`config.mk`:
```
export PLATFORM = sky130hd
export DESIGN_NAME = ocx_channel
export DESIGN_NICKNAME = d
export VERILOG_FILES = /design/src/rtl/ocx_pkg.sv /design/src/rtl/ocx_cmp_shadow.sv /design/src/rtl/ocx_ref_gen.sv /design/src/rtl/ocx_sel_lock.sv /design/src/rtl/ocx_channel.sv
export SDC_FILE = /design/constraint.sdc
export NUM_CORES = 1
export LEC_CHECK = 0
export BUFFER_PORTS_ARGS = -buffer_cell sky130_fd_sc_hd__buf_2
export CAP_MARGIN = 20
export CORE_UTILIZATION = 56
export CTS_BUF_LIST = sky130_fd_sc_hd__clkbuf_8 sky130_fd_sc_hd__clkbuf_16
export DETAILED_ROUTE_END_ITERATION = 6
export PLACE_DENSITY = 0.92
export SLEW_MARGIN = 20
export SYNTH_ARGS = -nofsm -noshare
export SYNTH_HDL_FRONTEND = slang
export SYNTH_SLANG_ARGS = --single-unit
export TNS_END_PERCENT = 50
```
`constraint.sdc`:
```
create_clock -name clk -period 3 [get_ports clk]
set_input_delay 0.6 -clock clk [delete_from_list [all_inputs] [get_ports clk]]
set_output_delay 0.6 -clock clk [all_outputs]
set_load 0.05 [all_outputs]
```
`src/rtl/ocx_pkg.sv`:
```
package ocx_pkg;

  typedef enum logic [2:0] {
    OCM_FROZEN   = 3'b000,
    OCM_SET_HI   = 3'b001,
    OCM_SET_LO   = 3'b010,
    OCM_TOGGLE   = 3'b011,
    OCM_FORCE_LO = 3'b100,
    OCM_FORCE_HI = 3'b101,
    OCM_PWM_A    = 3'b110,
    OCM_PWM_B    = 3'b111
  } ocm_e;

  typedef enum logic [1:0] {
    SEL_OUT       = 2'b00,
    SEL_IN_DIRECT = 2'b01,
    SEL_IN_CROSS  = 2'b10,
    SEL_IN_TRIG   = 2'b11
  } chsel_e;

endpackage

```
`src/rtl/ocx_cmp_shadow.sv`:
```
// Compare value storage: holding register plus active register.
module ocx_cmp_shadow #(
  parameter int W = 16
) (
  input  logic         clk,
  input  logic         rst_n,
  input  logic         wr_i,
  input  logic [W-1:0] wdata_i,
  input  logic         preload_i,
  input  logic         upd_i,
  output logic [W-1:0] active_o
);

  logic [W-1:0] hold_q, hold_d;
  logic [W-1:0] act_q, act_d;
  logic         hold_en, act_en;

  always_comb begin
    hold_en = wr_i;
    hold_d  = wdata_i;
    act_en  = 1'b0;
    act_d   = act_q;
    if (!preload_i) begin
      act_en = wr_i;
      act_d  = wdata_i;
    end else if (upd_i) begin
      act_en = 1'b1;
      act_d  = wr_i ? wdata_i : hold_q;
    end
  end

  always_ff @(posedge clk or negedge rst_n) begin
    if (!rst_n) begin
      hold_q <= '0;
      act_q  <= '0;
    end else begin
      if (hold_en) hold_q <= hold_d;
      if (act_en)  act_q  <= act_d;
    end
  end

  assign active_o = act_q;

endmodule

```
`src/rtl/ocx_ref_gen.sv`:
```
// Comparator and reference waveform generator.
module ocx_ref_gen
  import ocx_pkg::*;
#(
  parameter int W = 16
) (
  input  logic         clk,
  input  logic         rst_n,
  input  logic [W-1:0] cnt_i,
  input  logic [W-1:0] cmp_i,
  input  ocm_e         mode_i,
  output logic         ref_o,
  output logic         match_o
);

  logic eq, below;
  logic ref_q, ref_d;
  logic match_q;

  assign eq    = (cnt_i == cmp_i);
  assign below = (cnt_i <  cmp_i);

  always_comb begin
    ref_d = ref_q;
    unique case (mode_i)
      OCM_FROZEN:   ref_d = ref_q;
      OCM_SET_HI:   if (eq) ref_d = 1'b1;
      OCM_SET_LO:   if (eq) ref_d = 1'b0;
      OCM_TOGGLE:   if (eq) ref_d = ~ref_q;
      OCM_FORCE_LO: ref_d = 1'b0;
      OCM_FORCE_HI: ref_d = 1'b1;
      OCM_PWM_A:    ref_d = below;
      OCM_PWM_B:    ref_d = ~below;
      default:      ref_d = ref_q;
    endcase
  end

  always_ff @(posedge clk or negedge rst_n) begin
    if (!rst_n) begin
      ref_q   <= 1'b0;
      match_q <= 1'b0;
    end else begin
      ref_q   <= ref_d;
      match_q <= eq;
    end
  end

  assign ref_o   = ref_q;
  assign match_o = match_q;

endmodule

```
`src/rtl/ocx_sel_lock.sv`:
```
// Direction select, writable only while the channel is disabled.
module ocx_sel_lock
  import ocx_pkg::*;
(
  input  logic       clk,
  input  logic       rst_n,
  input  logic       chan_en_i,
  input  logic       wr_i,
  input  logic [1:0] wdata_i,
  output chsel_e     sel_o
);

  chsel_e sel_q, sel_d;
  logic   sel_en;

  always_comb begin
    sel_en = wr_i && !chan_en_i;
    sel_d  = chsel_e'(wdata_i);
  end

  always_ff @(posedge clk or negedge rst_n) begin
    if (!rst_n)      sel_q <= SEL_OUT;
    else if (sel_en) sel_q <= sel_d;
  end

  assign sel_o = sel_q;

endmodule

```
`src/rtl/ocx_channel.sv`:
```
module ocx_channel
  import ocx_pkg::*;
#(
  parameter int W = 16
) (
  input  logic         clk,
  input  logic         rst_n,
  input  logic [W-1:0] cnt_i,
  input  logic         upd_i,
  input  logic         cmp_wr_i,
  input  logic [W-1:0] cmp_wdata_i,
  input  logic         preload_i,
  input  logic [2:0]   mode_i,
  input  logic         chan_en_i,
  input  logic         sel_wr_i,
  input  logic [1:0]   sel_wdata_i,
  output logic         ref_o,
  output logic         match_o,
  output logic [1:0]   sel_o
);

  logic [W-1:0] cmp_act;
  chsel_e       sel_cur;

  ocx_cmp_shadow #(.W(W)) u_shadow (
    .clk      (clk),
    .rst_n    (rst_n),
    .wr_i     (cmp_wr_i),
    .wdata_i  (cmp_wdata_i),
    .preload_i(preload_i),
    .upd_i    (upd_i),
    .active_o (cmp_act)
  );

  ocx_ref_gen #(.W(W)) u_ref (
    .clk    (clk),
    .rst_n  (rst_n),
    .cnt_i  (cnt_i),
    .cmp_i  (cmp_act),
    .mode_i (ocm_e'(mode_i)),
    .ref_o  (ref_o),
    .match_o(match_o)
  );

  ocx_sel_lock u_sel (
    .clk      (clk),
    .rst_n    (rst_n),
    .chan_en_i(chan_en_i),
    .wr_i     (sel_wr_i),
    .wdata_i  (sel_wdata_i),
    .sel_o    (sel_cur)
  );

  assign sel_o = sel_cur;

endmodule

```
### Word-level counts from Yosys, hierarchy flattened

Index checks and enable logic that the tools add are counted.

* order comparisons: 1
* equal/unequal tests: 12
* mux-type cells: 9
* bitwise gates (word level): 3
* reduce and logical (&&, ||, !) cells: 5

Operator list (number)
* $mux W16: 3
* $eq A16 B16 Y1: 1
* $lt A16 B16 Y1: 1
* $eq A3 B3 Y1 const B: 4
* $pmux W1 S7: 1
* $eq A3 B2 Y1 const B: 2
* $ne A2 B1 Y1 const B: 3
* $mux W1: 5
* $reduce_and A4 Y1: 1
* $eq A3 B1 Y1 const B: 1
* $logic_not A3 Y1: 1
* $not A1 Y1: 3
* $ne A2 B2 Y1 const B: 1
* $reduce_and A2 Y1: 1
* $logic_and A1 B1 Y1: 1
* $logic_not A1 Y1: 1

* bits in registers: 36
* output and inout port bits: 4
* word-level logic and storage cells: 35

### Longest topological paths before layout

Gate-level depths: netlist (run 1).

* word-level depth: 3
* mapped depth: 7
* depth with buffers taken out: 7

### By module

A second synthesis (run 1) with hierarchy kept.

* cell total of the unflattened synthesis: 217
* area total of the unflattened synthesis: 2082.0 um^2

By module, submodules not included
* ocx_cmp_shadow: instances 1, cells each 143, area each 1440.1 um^2, seq. area each 800.8 um^2
* ocx_ref_gen: instances 1, cells each 69, area each 548.0 um^2, seq. area each 50.0 um^2
* ocx_sel_lock: instances 1, cells each 5, area each 93.8 um^2, seq. area each 50.0 um^2

### Worst setup path after synthesis (run 1)

Ideal clock, no wire load.

* path type: in2reg
* from: input cnt_i[15]
* to: register u_ref.ref_q (netlist: u_ref.ref_o)
* arrival time: 1.930 ns
* required time: 2.896 ns
* slack: 0.966 ns
* stages on the path: 6
* path buffers: 0
* cell sequence: ha_1 > nand4_4 > or3_1 > a21o_1 > a311o_1 > o311ai_1

* cells in the longest elaborated chain, start to end: 3

RTL lines
* start: declaration: line ocx_channel.sv:8 `input logic [W-1:0] cnt_i,`
* $lt A16 B16 Y1 / $eq A16 B16 Y1 (equally long branches): line ocx_ref_gen.sv:21, ocx_ref_gen.sv:20
* $not A1 Y1 / $ne A2 B1 Y1 (equally long branches)
* $pmux W1 S7 / $reduce_and A4 Y1 (equally long branches)
* end signal: assignment: line ocx_ref_gen.sv:43 `ref_q <= ref_d;`
* end: declaration: line ocx_ref_gen.sv:17 `logic ref_q, ref_d;`

Several ways; a longest one is shown, not always the timed one.
A chain may end at the register's enable or synchronous reset.

### Worst setup path after layout (run 1)

Ends and elaborated chain as after synthesis.

==> results.yml, run 1 <==
cts:
  cts-hold-fix-buffers: 0
  htreeDepth: 2
  cts_sinks: 36
  clockBufferDepth: 2
  cts_tree: "done"
  path_clk_slew_ns: 0.07
  root_buffer: "clkbuf_8"
  post_cts_resize_count: 0
  cts_setup_buffers: 0
  clk_latency_ns: 0.29
  numCtsBuffers: 5
synth:
  ys_ff_latch: 36
  syn-instance-count: 181
  yosys.area.top_type: "dfrtp_1"
  syn_nets: 241
  seq_area_frac_synth_pct: 47.71
  yosys_warnings: 0
  syn_area_um2: 1888
  synth_top_area_share_pct: 47.71
  syn_area_per_cell_um2: 10.43
  synth_area_leaders: "dfrtp_1 (48%), mux2_1 (11%), ha_1 (11%), nor2_1 (6.4%), o22ai_1 (5.3%)"
  yosysUniqueCellTypes: 31
final_layout:
  final_nets: 290
  area.sequential_um2: 900.9
  antenna_cells: 0
  fillers: 229
  multi_input_area_um2: 890.9
  drive_gt1_share_pct: 25.11
  instances_no_fill: 275
  area_growth_pct: 19.02
route:
  wl_per_cell_um: 13.24
  drt_iter0_markers: 69
  ant_nets: 0
  vias: 1500
  firstDrtPassIters: 5
  routed_via_density: 5.455
  drt_wl_total_um: 3640
  drc_errors: 0
min_path:
  hold_path.class: "in2async"
timing:
  relSlewSlack_pct: 48.36
  fmax_mhz: 520.7
  skew_ns: 0.008365
  rsz0062_at_grt: "false"
  fin_crit_ns: 1.920
  drv_slew: 0
  setup_tns_ns: 0
  whs_ns: 0.3783
  fin_ws_ns: 1.080
  tightest_slew_ns: 0.7746
  finalHoldViolations: 0
  min_period_over_period_pct: 64.01
  setup_viol: 0
setup_path:
  reg2reg_to: "u_ref.ref_o"
  cp-endpoint: "u_ref.ref_o"
  ff2ff_setup_slack_ns: 1.11
  critical-path-slowest-cell: "or3_1"
  worstPathMaxFanout: 5
  worstRegToRegCells: 7
  crit_type: "in2reg"
  reg2reg_from: "u_shadow.active_o[15]"
  cp.arrival_ns: 2.12
  crit_path_cell_trace: "buf_2 -> ha_1 -> nand4_4 -> or3_1 -> a21o_1 -> a311o_1 -> o311ai_1"
  startpoint: "cnt_i[15]"
  setup.worst_path.start_class: "primary input"
  cpPeakStageDelay_ns: 0.39
  worstPathRequired_ns: 3.20
  endpoint_kind: "flip-flop"
place:
  pre_cts_ws_ns: 0.7905
  io_buffers: 47
  dp.cells: 267
  gp_congestion: 0.8639
  dp_hpwl_um: 2661
power:
  static-leakage-power_nw: 1.136
  finalPower_w: 0.001166
  p_per_area_nw_per_um2: 519.1
  irDropWorstVdd_v: 0.0004587
floorplanning:
  num_io_pins: 48
  rows: 20
  die_area_um2: 3608
  core_area_um2: 3128
  initial_core_util_pct: 60.36
  dieHeight_um: 60.07
  fp.dieW_um: 60.07
global_route:
  antenna_found_initial: 0
  grt_pass1_wl_um: 6009
  grt_pass1_vias: 1408
  grt.total_usage_pct: 23.71
  gr-total-overflow: 0
  grt_start_max_net_pins: 37
status:
  status: "complete, no violations"
job:
  cap_violations: 0
[worst min-delay path by stage]
stage,start,endpoint,depth (start not counted)
3_3_place_gp,u_sel.sel_o[0],u_sel.sel_o[0],1
2_1_floorplan,rst_n,u_ref.match_o,0
6_report,rst_n,u_ref.match_o,1
3_5_place_dp,u_sel.sel_o[1],u_sel.sel_o[1],1
4_1_cts,rst_n,u_shadow.active_o[3],1
5_1_grt,rst_n,u_shadow.active_o[3],1
[cell type report]
type / instances / area share, %
Sequential cell: 36 / 40.09
Multi-Input combinational cell: 120 / 39.64
Timing Repair Buffer: 47 / 10.47
Clock buffer: 6 / 3.675
Inverter: 20 / 3.341
Tap cell: 44 / 2.450
Clock inverter: 2 / 0.3341
[sequential cells by signal, indices dropped and copies added, names as in the netlist]
name,flops
u_ref.match_o,1
u_ref.ref_o,1
u_sel.sel_o,2
u_shadow.active_o,16
u_shadow.hold_q,16
[through the flow]
stage	area (µm²)	util, %
floorplan	1888	-
global placement	2157	68.96
detailed placement	2157	68.96
CTS	2247	71.84
global route	2247	71.84
finish	2247	71.84
[cells in the final DEF, fill, tap and decap left out, drive strengths merged]
master,netlist,layout
nand2,6,6
buf,2,47
o32ai,1,1
o21a,1,1
mux2i,1,1
nor4,1,1
o22ai,16,16
dfrtp,36,36
a21o,1,1
ha,16,16
nand3,2,2
a311o,1,1
o311ai,1,1
a21oi,8,8
o21ai,3,3
o32a,1,1
nor2,32,32
nor2b,3,3
nand4,4,4
clkbuf,3,6
o211ai,1,1
or3,1,1
inv,20,22
mux2,18,18
a311oi,1,1
nand2b,1,1
[synthesized netlist by cell type]
library cell and number:
or3_1 1, a21oi_1 8, mux2i_1 1, nor2_1 32, nand4_2 1, buf_2 2
o32ai_1 1, nand4_1 2, a311oi_1 1, nand2b_1 1, o21ai_0 2, clkbuf_1 3
dfrtp_1 36, nor2b_1 3, nand4_4 1, nor4_4 1, inv_2 1, nand2_1 5
o21a_1 1, o32a_1 1, nand3_1 2, o311ai_1 1, o211ai_1 1, nand2_2 1
a311o_1 1, a21o_1 1, o21ai_1 1, inv_1 19, o22ai_1 16, ha_1 16
mux2_1 18
[critical path: cells and delay by family]
kind / cells / cell delay (ns)
AOI/OAI and AO/OA: 3 / 0.50
and+or+nand+nor: 2 / 0.55
buffers and inverters: 1 / 0.11
adders and majority gates: 1 / 0.35
[layer usage]
| layer | GRT usage [%] | wire, µm |
|---|---|---|
| met1 | 29.04 | 1716 |
| met2 | 37.14 | 1612 |
| met3 | 8.225 | 200 |
| met4 | 11.96 | 111 |
| met5 | 0 | 0 |
[report_power, final]
group | leakage (nW) | total (W) | internal [W] | switching, W
logic | 0.672 | 0.000252 | 0.000106 | 0.000146
clock network | 0.0538 | 0.000344 | 0.000180 | 0.000163
registers | 0.410 | 0.000571 | 0.000540 | 0.0000306
total | 1.14 | 0.00117 | 0.000827 | 0.000340
[logic make-up after synthesis]
logic type / count (synthesis) / synth area share, %
AND/OR/NAND/NOR: 50 / 13.45
adder cells (fa/ha/maj): 16 / 10.60
AO/OA/AOI/OAI: 35 / 11.86
buffers and inverters: 25 / 5.103
multiplexers: 19 / 11.27
flip-flops: 36 / 47.71
Power figures use the tool's default switching activity.
==> inputs of run 2 (changes only) <==
Settings changed: CORE_UTILIZATION 56 to 47, PLACE_DENSITY 0.92 to 0.83.
Clock period 3 ns to 1.62 ns, I/O delays scaled along.
==> results.yml, run 2 (same netlist as run 1, synthesis figures left out) <==
floorplanning:
  fp.dieW_um: 65.38
  rows: 22
  core_area_um2: 3744
  dieHeight_um: 65.38
  num_io_pins: 48
  initial_core_util_pct: 50.43
  die_area_um2: 4275
cts:
  path_clk_slew_ns: 0.07
  htreeDepth: 2
  cts_sinks: 36
  cts_tree: "done"
  clk_latency_ns: 0.29
  root_buffer: "clkbuf_8"
  numCtsBuffers: 5
  clockBufferDepth: 2
setup_path:
  path_delay_family: "simple AND/OR/NAND/NOR gates"
  crit_path_cell_trace: "inv_1 -> ha_4 -> nand4_4 -> or3_1 -> a21o_1 -> a311o_1 -> o311ai_1"
  critical-path-slowest-cell: "or3_1"
  crit_type: "reg2reg"
  startpoint: "u_shadow.active_o[10]"
  worstPathMaxFanout: 3
  cpPeakStageDelay_ns: 0.39
  cp.arrival_ns: 2.00
  endpoint_kind: "flip-flop"
  worstPathRequired_ns: 1.80
  setup.worst_path.start_class: "flip-flop"
  crit_buf_inv: 1
  reg2reg_from: "u_shadow.active_o[10]"
final_layout:
  final_cell_area_um2: 2541
  area_growth_pct: 34.59
  layout_commonest_cell: "buf_2"
  final_nets: 312
  antenna_cells: 0
  drive_gt1_share_pct: 37.15
  mostFrequentLayoutCells: "buf_2 (47), dfrtp_1 (36), nor2_1 (32), buf_4 (21), mux2_1 (18)"
route:
  routed_via_density: 5.153
  ant_nets: 0
  vias: 1551
  drt_iter0_markers: 43
  drt_wl_total_um: 4191
  firstDrtPassIters: 4
  wl_per_cell_um: 13.92
  drc_errors: 0
global_route:
  grt_pass1_wl_um: 7058
  antenna_found_initial: 0
  grt_pass1_vias: 1602
  gr-total-overflow: 0
  grt_start_max_net_pins: 17
  grt.total_usage_pct: 22.30
power:
  p_per_area_nw_per_um2: 912.0
  static-leakage-power_nw: 1.226
  irDropWorstVdd_v: 0.0006550
timing:
  tightest_slew_ns: 0.5799
  min_period_over_period_pct: 112.3
  fin_crit_ns: 1.819
  rsz0062_at_grt: "true"
  relSlewSlack_pct: 61.34
  fin_ws_ns: -0.1985
  skew_ns: 0.005822
  finalHoldViolations: 0
  drv_slew: 0
  setup_viol: 1
  fmax_mhz: 549.9
status:
  status: "finished, violations left"
  violations: "setup timing"
place:
  io_buffers: 47
  dp_hpwl_um: 3198
  placed_area_um2: 2414
  pre_cts_ws_ns: -0.2258
  gp_congestion: 0.7687
job:
  cap_violations: 0
min_path:
  hold_path.class: "in2reg"
  hp-start: "sel_wdata_i[1]"
[run 2: cell types whose count changed in the layout (fill, tap and decap cells not counted), sizes merged]
cell,delta
buf,+21
dlygate4sd3,+1
[run 2: per-stage QoR]
| stage | util, % | TNS [ns] | total power [W] | hold slack, ns | instances |
|---|---|---|---|---|---|
| 6_report | 67.88 | -0.1985 | 0.002318 | 0.2527 | 301 |
| 5_1_grt | 67.88 | -0.2583 | 0.002457 | 0.2546 | 301 |
| 4_1_cts | 67.55 | -0.1938 | 0.002329 | 0.2497 | 301 |
| 3_5_place_dp | 64.47 | -0.2258 | 0.001682 | 0.2499 | 290 |
| 3_3_place_gp | 64.47 | -0.1744 | 0.001649 | 0.2528 | 290 |
| 2_1_floorplan | - | -0.07811 | 0.001430 | 0.02841 | 181 |
[run 2: layer usage]
metal	part of all wire, %	GRT usage (%)
met1	41	25.88
met2	53	39.95
met3	4.4	4.861
met4	1.4	8.152
met5	0	0
[run 2: timing repair]
action | in CTS | in global routing
hold endpoints to repair | 14 | 0
buffers inserted | 2 | 0
endpoints found under the setup margin | 1 | 1
hold buffers | 1 | 0
pin swaps | 3 | 1
resized for setup | 2 | 1
[run 2: final timing paths]
path | end | slack (ns) | cells after the start
max | u_ref.ref_o | -0.20 | 7
min | u_sel.sel_o[1] | 0.25 | 2
max reg2reg | u_ref.ref_o | -0.20 | 7
min reg2reg | u_sel.sel_o[0] | 0.48 | 1
max in group asynchronous | u_sel.sel_o[1] | 0.61 | 3
min in group asynchronous | u_shadow.active_o[15] | 0.49 | 2
[run 2: report_power, final]
part	total [W]	internal, W	switching (W)
clock network	0.000633	0.000334	0.000299
logic	0.000625	0.000305	0.000321
registers	0.00106	0.00100	0.0000588
[run 2: area by class of cell]
class / instances / area, µm²
flip-flops and latches: 36 / 900.9
inverters: 20 / 75.07
clock buffers: 6 / 82.58
well taps: 48 / 60.06
repair buffers: 69 / 402.9
fillers: 296 / 1202
clock inverters: 2 / 7.507
multi-input cells: 120 / 1012
